--- config.mk ---
export PLATFORM = sky130hd
export DESIGN_NAME = evstate_mmio
export DESIGN_NICKNAME = d
export VERILOG_FILES = /design/src/rtl/evstate_mmio.sv
export SDC_FILE = /design/constraint.sdc
export NUM_CORES = 1
export LEC_CHECK = 0
export BUFFER_PORTS_ARGS = -buffer_cell sky130_fd_sc_hd__buf_2
export CORE_MARGIN = 2
export CORE_UTILIZATION = 55
export CTS_BUF_LIST = sky130_fd_sc_hd__clkbuf_2
export CTS_CLUSTER_DIAMETER = 80
export CTS_CLUSTER_SIZE = 40
export DETAILED_ROUTE_END_ITERATION = 10
export PLACE_DENSITY_LB_ADDON = 0.25
export SLEW_MARGIN = 20
export SYNTH_ARGS = -nofsm -noshare
export SYNTH_HDL_FRONTEND = slang
export SYNTH_SLANG_ARGS = --single-unit
--- constraint.sdc ---
create_clock -name clk -period 5.6 [get_ports clk]
set_clock_uncertainty 0.15 [all_clocks]
set_input_delay 1.68 -clock clk [delete_from_list [all_inputs] [get_ports clk]]
set_output_delay 1.68 -clock clk [all_outputs]
set_load 0.01 [all_outputs]
--- src/rtl/evstate_mmio.sv ---
module evstate_mmio #(
  parameter int NUM_QUEUES = 16,
  parameter int PAGE_SHIFT = 12,
  parameter int ADDR_W     = 20,
  localparam int QW        = (NUM_QUEUES > 1) ? $clog2(NUM_QUEUES) : 1,
  localparam int IDX_W     = ADDR_W - PAGE_SHIFT - 1
) (
  input  logic              clk,
  input  logic              rst_n,
  input  logic              req_valid,
  input  logic              req_write,
  input  logic [ADDR_W-1:0] req_addr,
  input  logic [3:0]        req_size,
  output logic              rsp_valid,
  output logic [63:0]       rsp_data,
  output logic              error,
  output logic              notify,
  output logic [QW-1:0]     notify_queue,
  output logic              notify_escal
);

  generate
    if (PAGE_SHIFT != 12 && PAGE_SHIFT != 16) begin : g_bad_shift
      $error("evstate_mmio: PAGE_SHIFT must be 12 or 16");
    end
    if (IDX_W < QW) begin : g_bad_width
      $error("evstate_mmio: ADDR_W too small for NUM_QUEUES");
    end
  endgenerate

  // {ret, next}
  function automatic logic [2:0] eoi_f(input logic [1:0] s);
    case (s)
      2'b11:   return {1'b1, 2'b10};
      2'b10:   return {1'b0, 2'b00};
      default: return {1'b0, s};
    endcase
  endfunction

  // {notify, next}
  function automatic logic [2:0] trig_f(input logic [1:0] s);
    case (s)
      2'b00:   return {1'b1, 2'b10};
      2'b10:   return {1'b0, 2'b11};
      default: return {1'b0, s};
    endcase
  endfunction

  logic [1:0] ntf_pq [NUM_QUEUES];
  logic [1:0] esc_pq [NUM_QUEUES];

  wire [IDX_W-1:0] raw_idx = req_addr[ADDR_W-1:PAGE_SHIFT+1];
  wire             odd     = req_addr[PAGE_SHIFT];
  wire [11:0]      off     = req_addr[11:0];
  wire             size_ok = (req_size == 4'd8);
  wire             idx_ok  = (raw_idx < IDX_W'(NUM_QUEUES));
  wire [QW-1:0]    qidx    = raw_idx[QW-1:0];
  wire [1:0]       cur     = odd ? esc_pq[qidx] : ntf_pq[qidx];

  logic [1:0]  nxt;
  logic [63:0] rdata;
  logic        ntfy;
  logic        err;
  logic [2:0]  eo;
  logic [2:0]  tr;

  assign eo = eoi_f(cur);
  assign tr = trig_f(cur);

  always_comb begin
    nxt   = cur;
    rdata = '0;
    ntfy  = 1'b0;
    err   = 1'b0;
    if (!size_ok || !idx_ok) begin
      err = 1'b1;
    end else if (!req_write) begin
      if (!off[11]) begin
        nxt      = eo[1:0];
        rdata[0] = eo[2];
      end else if (!off[10]) begin
        rdata[1:0] = cur;
      end else begin
        rdata[1:0] = cur;
        nxt        = off[9:8];
      end
    end else begin
      case (off[11:10])
        2'b00: begin nxt = tr[1:0]; ntfy = tr[2]; end
        2'b01: begin nxt = eo[1:0]; ntfy = eo[2]; end
        2'b10: begin
          if (odd) err = 1'b1;
          else     ntfy = 1'b1;
        end
        default: err = 1'b1;
      endcase
    end
  end

  wire do_write = req_valid && !err && (nxt != cur);

  always_ff @(posedge clk or negedge rst_n) begin
    if (!rst_n) begin
      for (int i = 0; i < NUM_QUEUES; i++) begin
        ntf_pq[i] <= 2'b00;
        esc_pq[i] <= 2'b00;
      end
    end else if (do_write) begin
      if (odd) esc_pq[qidx] <= nxt;
      else     ntf_pq[qidx] <= nxt;
    end
  end

  always_ff @(posedge clk or negedge rst_n) begin
    if (!rst_n) begin
      rsp_valid    <= 1'b0;
      rsp_data     <= '0;
      error        <= 1'b0;
      notify       <= 1'b0;
      notify_queue <= '0;
      notify_escal <= 1'b0;
    end else begin
      rsp_valid <= req_valid;
      rsp_data  <= req_valid ? rdata : '0;
      error     <= req_valid && err;
      notify    <= req_valid && ntfy;
      if (req_valid) begin
        notify_queue <= qidx;
        notify_escal <= odd;
      end
    end
  end

  assert_rsp_follows_req_R1: assert property (@(posedge clk) disable iff (!rst_n)
    req_valid |=> rsp_valid);
  assert_rsp_idle_R1: assert property (@(posedge clk) disable iff (!rst_n)
    !req_valid |=> (!rsp_valid && rsp_data == 64'd0));
  assert_get_keeps_state_R4: assert property (@(posedge clk) disable iff (!rst_n)
    (req_valid && !req_write && size_ok && idx_ok && off[11:10] == 2'b10)
      |=> (ntf_pq[$past(qidx)] == $past(ntf_pq[qidx]) &&
           esc_pq[$past(qidx)] == $past(esc_pq[qidx])));
  assert_trigger_fires_R6: assert property (@(posedge clk) disable iff (!rst_n)
    (req_valid && req_write && size_ok && idx_ok && off[11:10] == 2'b00 && cur == 2'b00)
      |=> notify);
  assert_odd_inject_rejected_R8: assert property (@(posedge clk) disable iff (!rst_n)
    (req_valid && req_write && odd && off[11:10] == 2'b10) |=> (error && !notify));
  assert_bad_size_R9: assert property (@(posedge clk) disable iff (!rst_n)
    (req_valid && !size_ok) |=> (error && !notify && rsp_data == 64'd0));
  assert_notify_clean_R12: assert property (@(posedge clk) disable iff (!rst_n)
    notify |-> (rsp_valid && !error));

endmodule

==> impl_results.md <==
* RR Startpoint: ntf_pq[16]$_DFFE_PN0P_
* HP Class: flop to flop
* Post-synthesis adder-cell area fraction at 0%
* # setup viols final at 0
* Core area at 7730 sq um
* CP Capture Type: flop
* Post-Route WL at 8370 microns
* Worst reg2reg endpoint: ntf_pq[17]$_DFFE_PN0P_
* Simple-gate share of the synthesized area at under 10%
* Layout Cells excl Fill at slightly below 500
* DP HPWL at 5910 microns
* Vias at around 2800
* Largest net degree at the start of global routing at 39
* EDFF count, synth at 0
* Initial Util at 57.0%
* YS warnings at 0
* CTS root buf: clkbuf_2
* Total Neg Setup Slack at 0 ns
* Vias in the first global route at 2714
* First-pass iteration count of the detailed router at 4
* Num CTS Buffers at 9
* Final ANT Viol Nets at 0
* CP startpoint: req_addr[14]
* I/O pin cnt at 100
* Clock slew seen by the registers of the worst setup and hold paths at ~0.22 ns
* Mux cell area share after synthesis at 26.8%
* R2R setup slack at approximately 2 ns
* First-pass GRT wire length at 13600 microns
* Final GP Congestion at between 0.7 and 0.8
* Synth Flop Type: dfrtp_1
* CTS max path bufs at 2
* Design area at around 4500 sq um
* Max cap viols at 0
* Routed wire length per instance at roughly 17 microns
* Mapped Area at roughly 4400 sq um
* # diodes at 0
* Die H at a little over 90 microns
* Arrival time worst endpoint at around 5.1 ns
* Hold Buf Count CTS at 0
* Post-CTS Setup Bufs at 0
* Max-slew headroom at around 47%
* Cells after Synth at approximately 370
* Reg2Reg Depth at 8
* Max Fclk at around 210 MHz
* Power per cell area at between 200 and 250 nW/um^2
* Unrepaired setup endpoints after global routing: false
* Final Cycle Share at approximately 85%
* # H-tree levels at 3
* Leading cell type in the layout, fill and taps excluded: dfrtp_1
* Share of layout cells above drive strength 1 at 33.1%
* Clk_lat worst skew at 0.53 ns
* Xor and xnor fraction of the mapped netlist area at 0%
* Status: finished clean
* Crit Path Class: primary input to flop
* Initial antenna violation count at 0
* Complex-gate fraction of the synthesized area at under 10%
* Area of placed instances at about 4400 sq um
* I/O Buffers at 29
* Routed vias/inst at roughly 5.6
* Synth-to-Final Area Change at 2.27%
* GRT overflow at 0
* Peak fanout along the critical path at 16
* CTS tree: done
* Crit path time final at between 4 and 5 ns
* Worst VDD drop at between 0.1 and 0.15 mV
* Gr usage total at 20.4%
* Slew Viols, Final at 0
* Remaining DRCs at 0
* Setup ws final at 0.814 ns
* Ys async rst share at 100%
* Row count at 32
* Die footprint at 8740 sq um
* Largest family of logic cells by synthesized area: multiplexers
* Pre-CTS setup slack at roughly 0.28 ns
* Seq/Total Area, Yosys at 42.1%
* Commonest non-fill, non-tap cells in the layout: 74 x dfrtp_1, 62 x conb_1, 51 x mux2_2, 29 x buf_2, 18 x mux2_1
* Slew @ Worst Pin at slightly below 0.8 ns
* PostCTS Resize Cnt at 0
* Mean Syn Cell Area at 12.0 sq um
* P_leak at ~0.0022 uW
* Die Wd at approximately 93 microns
* CP required at just under 6 ns
* Detailed router's first-iteration violation count at ~180
* Cell Count Post-Placement at about 480
* Sink Count at between 70 and 80
* Flops & latches, synth at 74
* Synth cell types at 41
* CP endpoint: ntf_pq[17]$_DFFE_PN0P_
* CP startpoint kind: primary input
* Nets at 413
* Final Hold Viols at 0
==> critical path, cell delays in order <==
cell,delay [ns]
buf_2,0.34
buf_4,0.26
mux4_1,0.61
a22oi_1,0.22
nand3_1,0.16
o41a_4,0.18
a211o_1,0.28
nand2b_1,0.41
a211oi_1,0.54
mux2_2,0.38
==> flip-flops by register name, indices dropped and copies added, names as in the netlist <==
name / flops
error: 1
rsp_valid: 1
rsp_data: 2
notify_escal: 1
notify: 1
notify_queue: 4
esc_pq: 32
ntf_pq: 32
==> synthesized netlist by cell type (all sizes together), types with 2 or more instances <==
master  count  area (sq um)
clkbuf     20          75.1
nand2b      6          37.5
and2        6          37.5
nand3       4          20.0
mux2i       8          80.1
o21ai       3          15.0
mux2       69           777
a21oi       2          10.0
and3        4          25.0
a21o        2          15.0
nor2b       3          18.8
buf        71           529
nand2      10          37.5
o211a       2          20.0
or4        16           154
o31ai       3          22.5
a211oi     17           128
nor2        6          22.5
nor3        6          30.0
a22oi       4          30.0
dfrtp      74          1850
or2         2          12.5
mux4       14           323
o211ai      3          22.5
==> layer usage <==
layer	routed length, microns	vias to the layer above	GRT usage [%]	part of all wire, %
met4	102	0	6.74	1.2
met2	4190	81	33.6	50
li1	-	1251	-	-
met5	0	-	0	0
met1	3720	1423	27.3	44
met3	361	10	3.71	4.3
==> logic make-up (layout without fill, tap and decap cells) <==
| family | Yosys count | in the layout |
|---|---|---|
| simple gates | 66 | 66 |
| flops | 74 | 74 |
| compound gates | 43 | 43 |
| mux | 91 | 91 |
| other cells | 1 | 62 |
| buf+inv | 92 | 54 |
==> how the worst min path moves through the flow <==
stage                                start                     end  slack (ns)  cells after the start
floorplan           esc_pq[26]$_DFFE_PN0P_  esc_pq[26]$_DFFE_PN0P_        0.31                      1
global placement    esc_pq[11]$_DFFE_PN0P_  esc_pq[11]$_DFFE_PN0P_        0.32                      1
finish              esc_pq[11]$_DFFE_PN0P_  esc_pq[11]$_DFFE_PN0P_        0.37                      1
CTS                 esc_pq[11]$_DFFE_PN0P_  esc_pq[11]$_DFFE_PN0P_        0.37                      1
global route        esc_pq[27]$_DFFE_PN0P_  esc_pq[27]$_DFFE_PN0P_        0.40                      1
detailed placement  esc_pq[11]$_DFFE_PN0P_  esc_pq[11]$_DFFE_PN0P_        0.33                      1
==> layout make-up <==
| class | count | area, sq um |
|---|---|---|
| Inverter | 1 | 3.75 |
| Fill cell | 665 | 3220 |
| Multi-Input combinational cell | 262 | 2180 |
| Sequential cell | 74 | 1850 |
| Timing Repair Buffer | 37 | 205 |
| Clock inverter | 7 | 92.6 |
| Clock buffer | 9 | 45.0 |
| Tap cell | 102 | 128 |
==> stage by stage <==
step                hold WS [ns]  power (uW)  util [%]
floorplan                  0.306         660         -
finish                     0.367         998      58.3
global route               0.395        1040      58.3
CTS                        0.369        1000      58.3
detailed placement         0.325         662      56.5
global placement           0.320         660      56.5
==> report_power, final <==
group          switching (uW)  internal [uW]  total (uW)
logic                    80.8           30.7         112
clock network             198            147         344
registers                1.97            540         542
(Power assumes the default switching activity.)
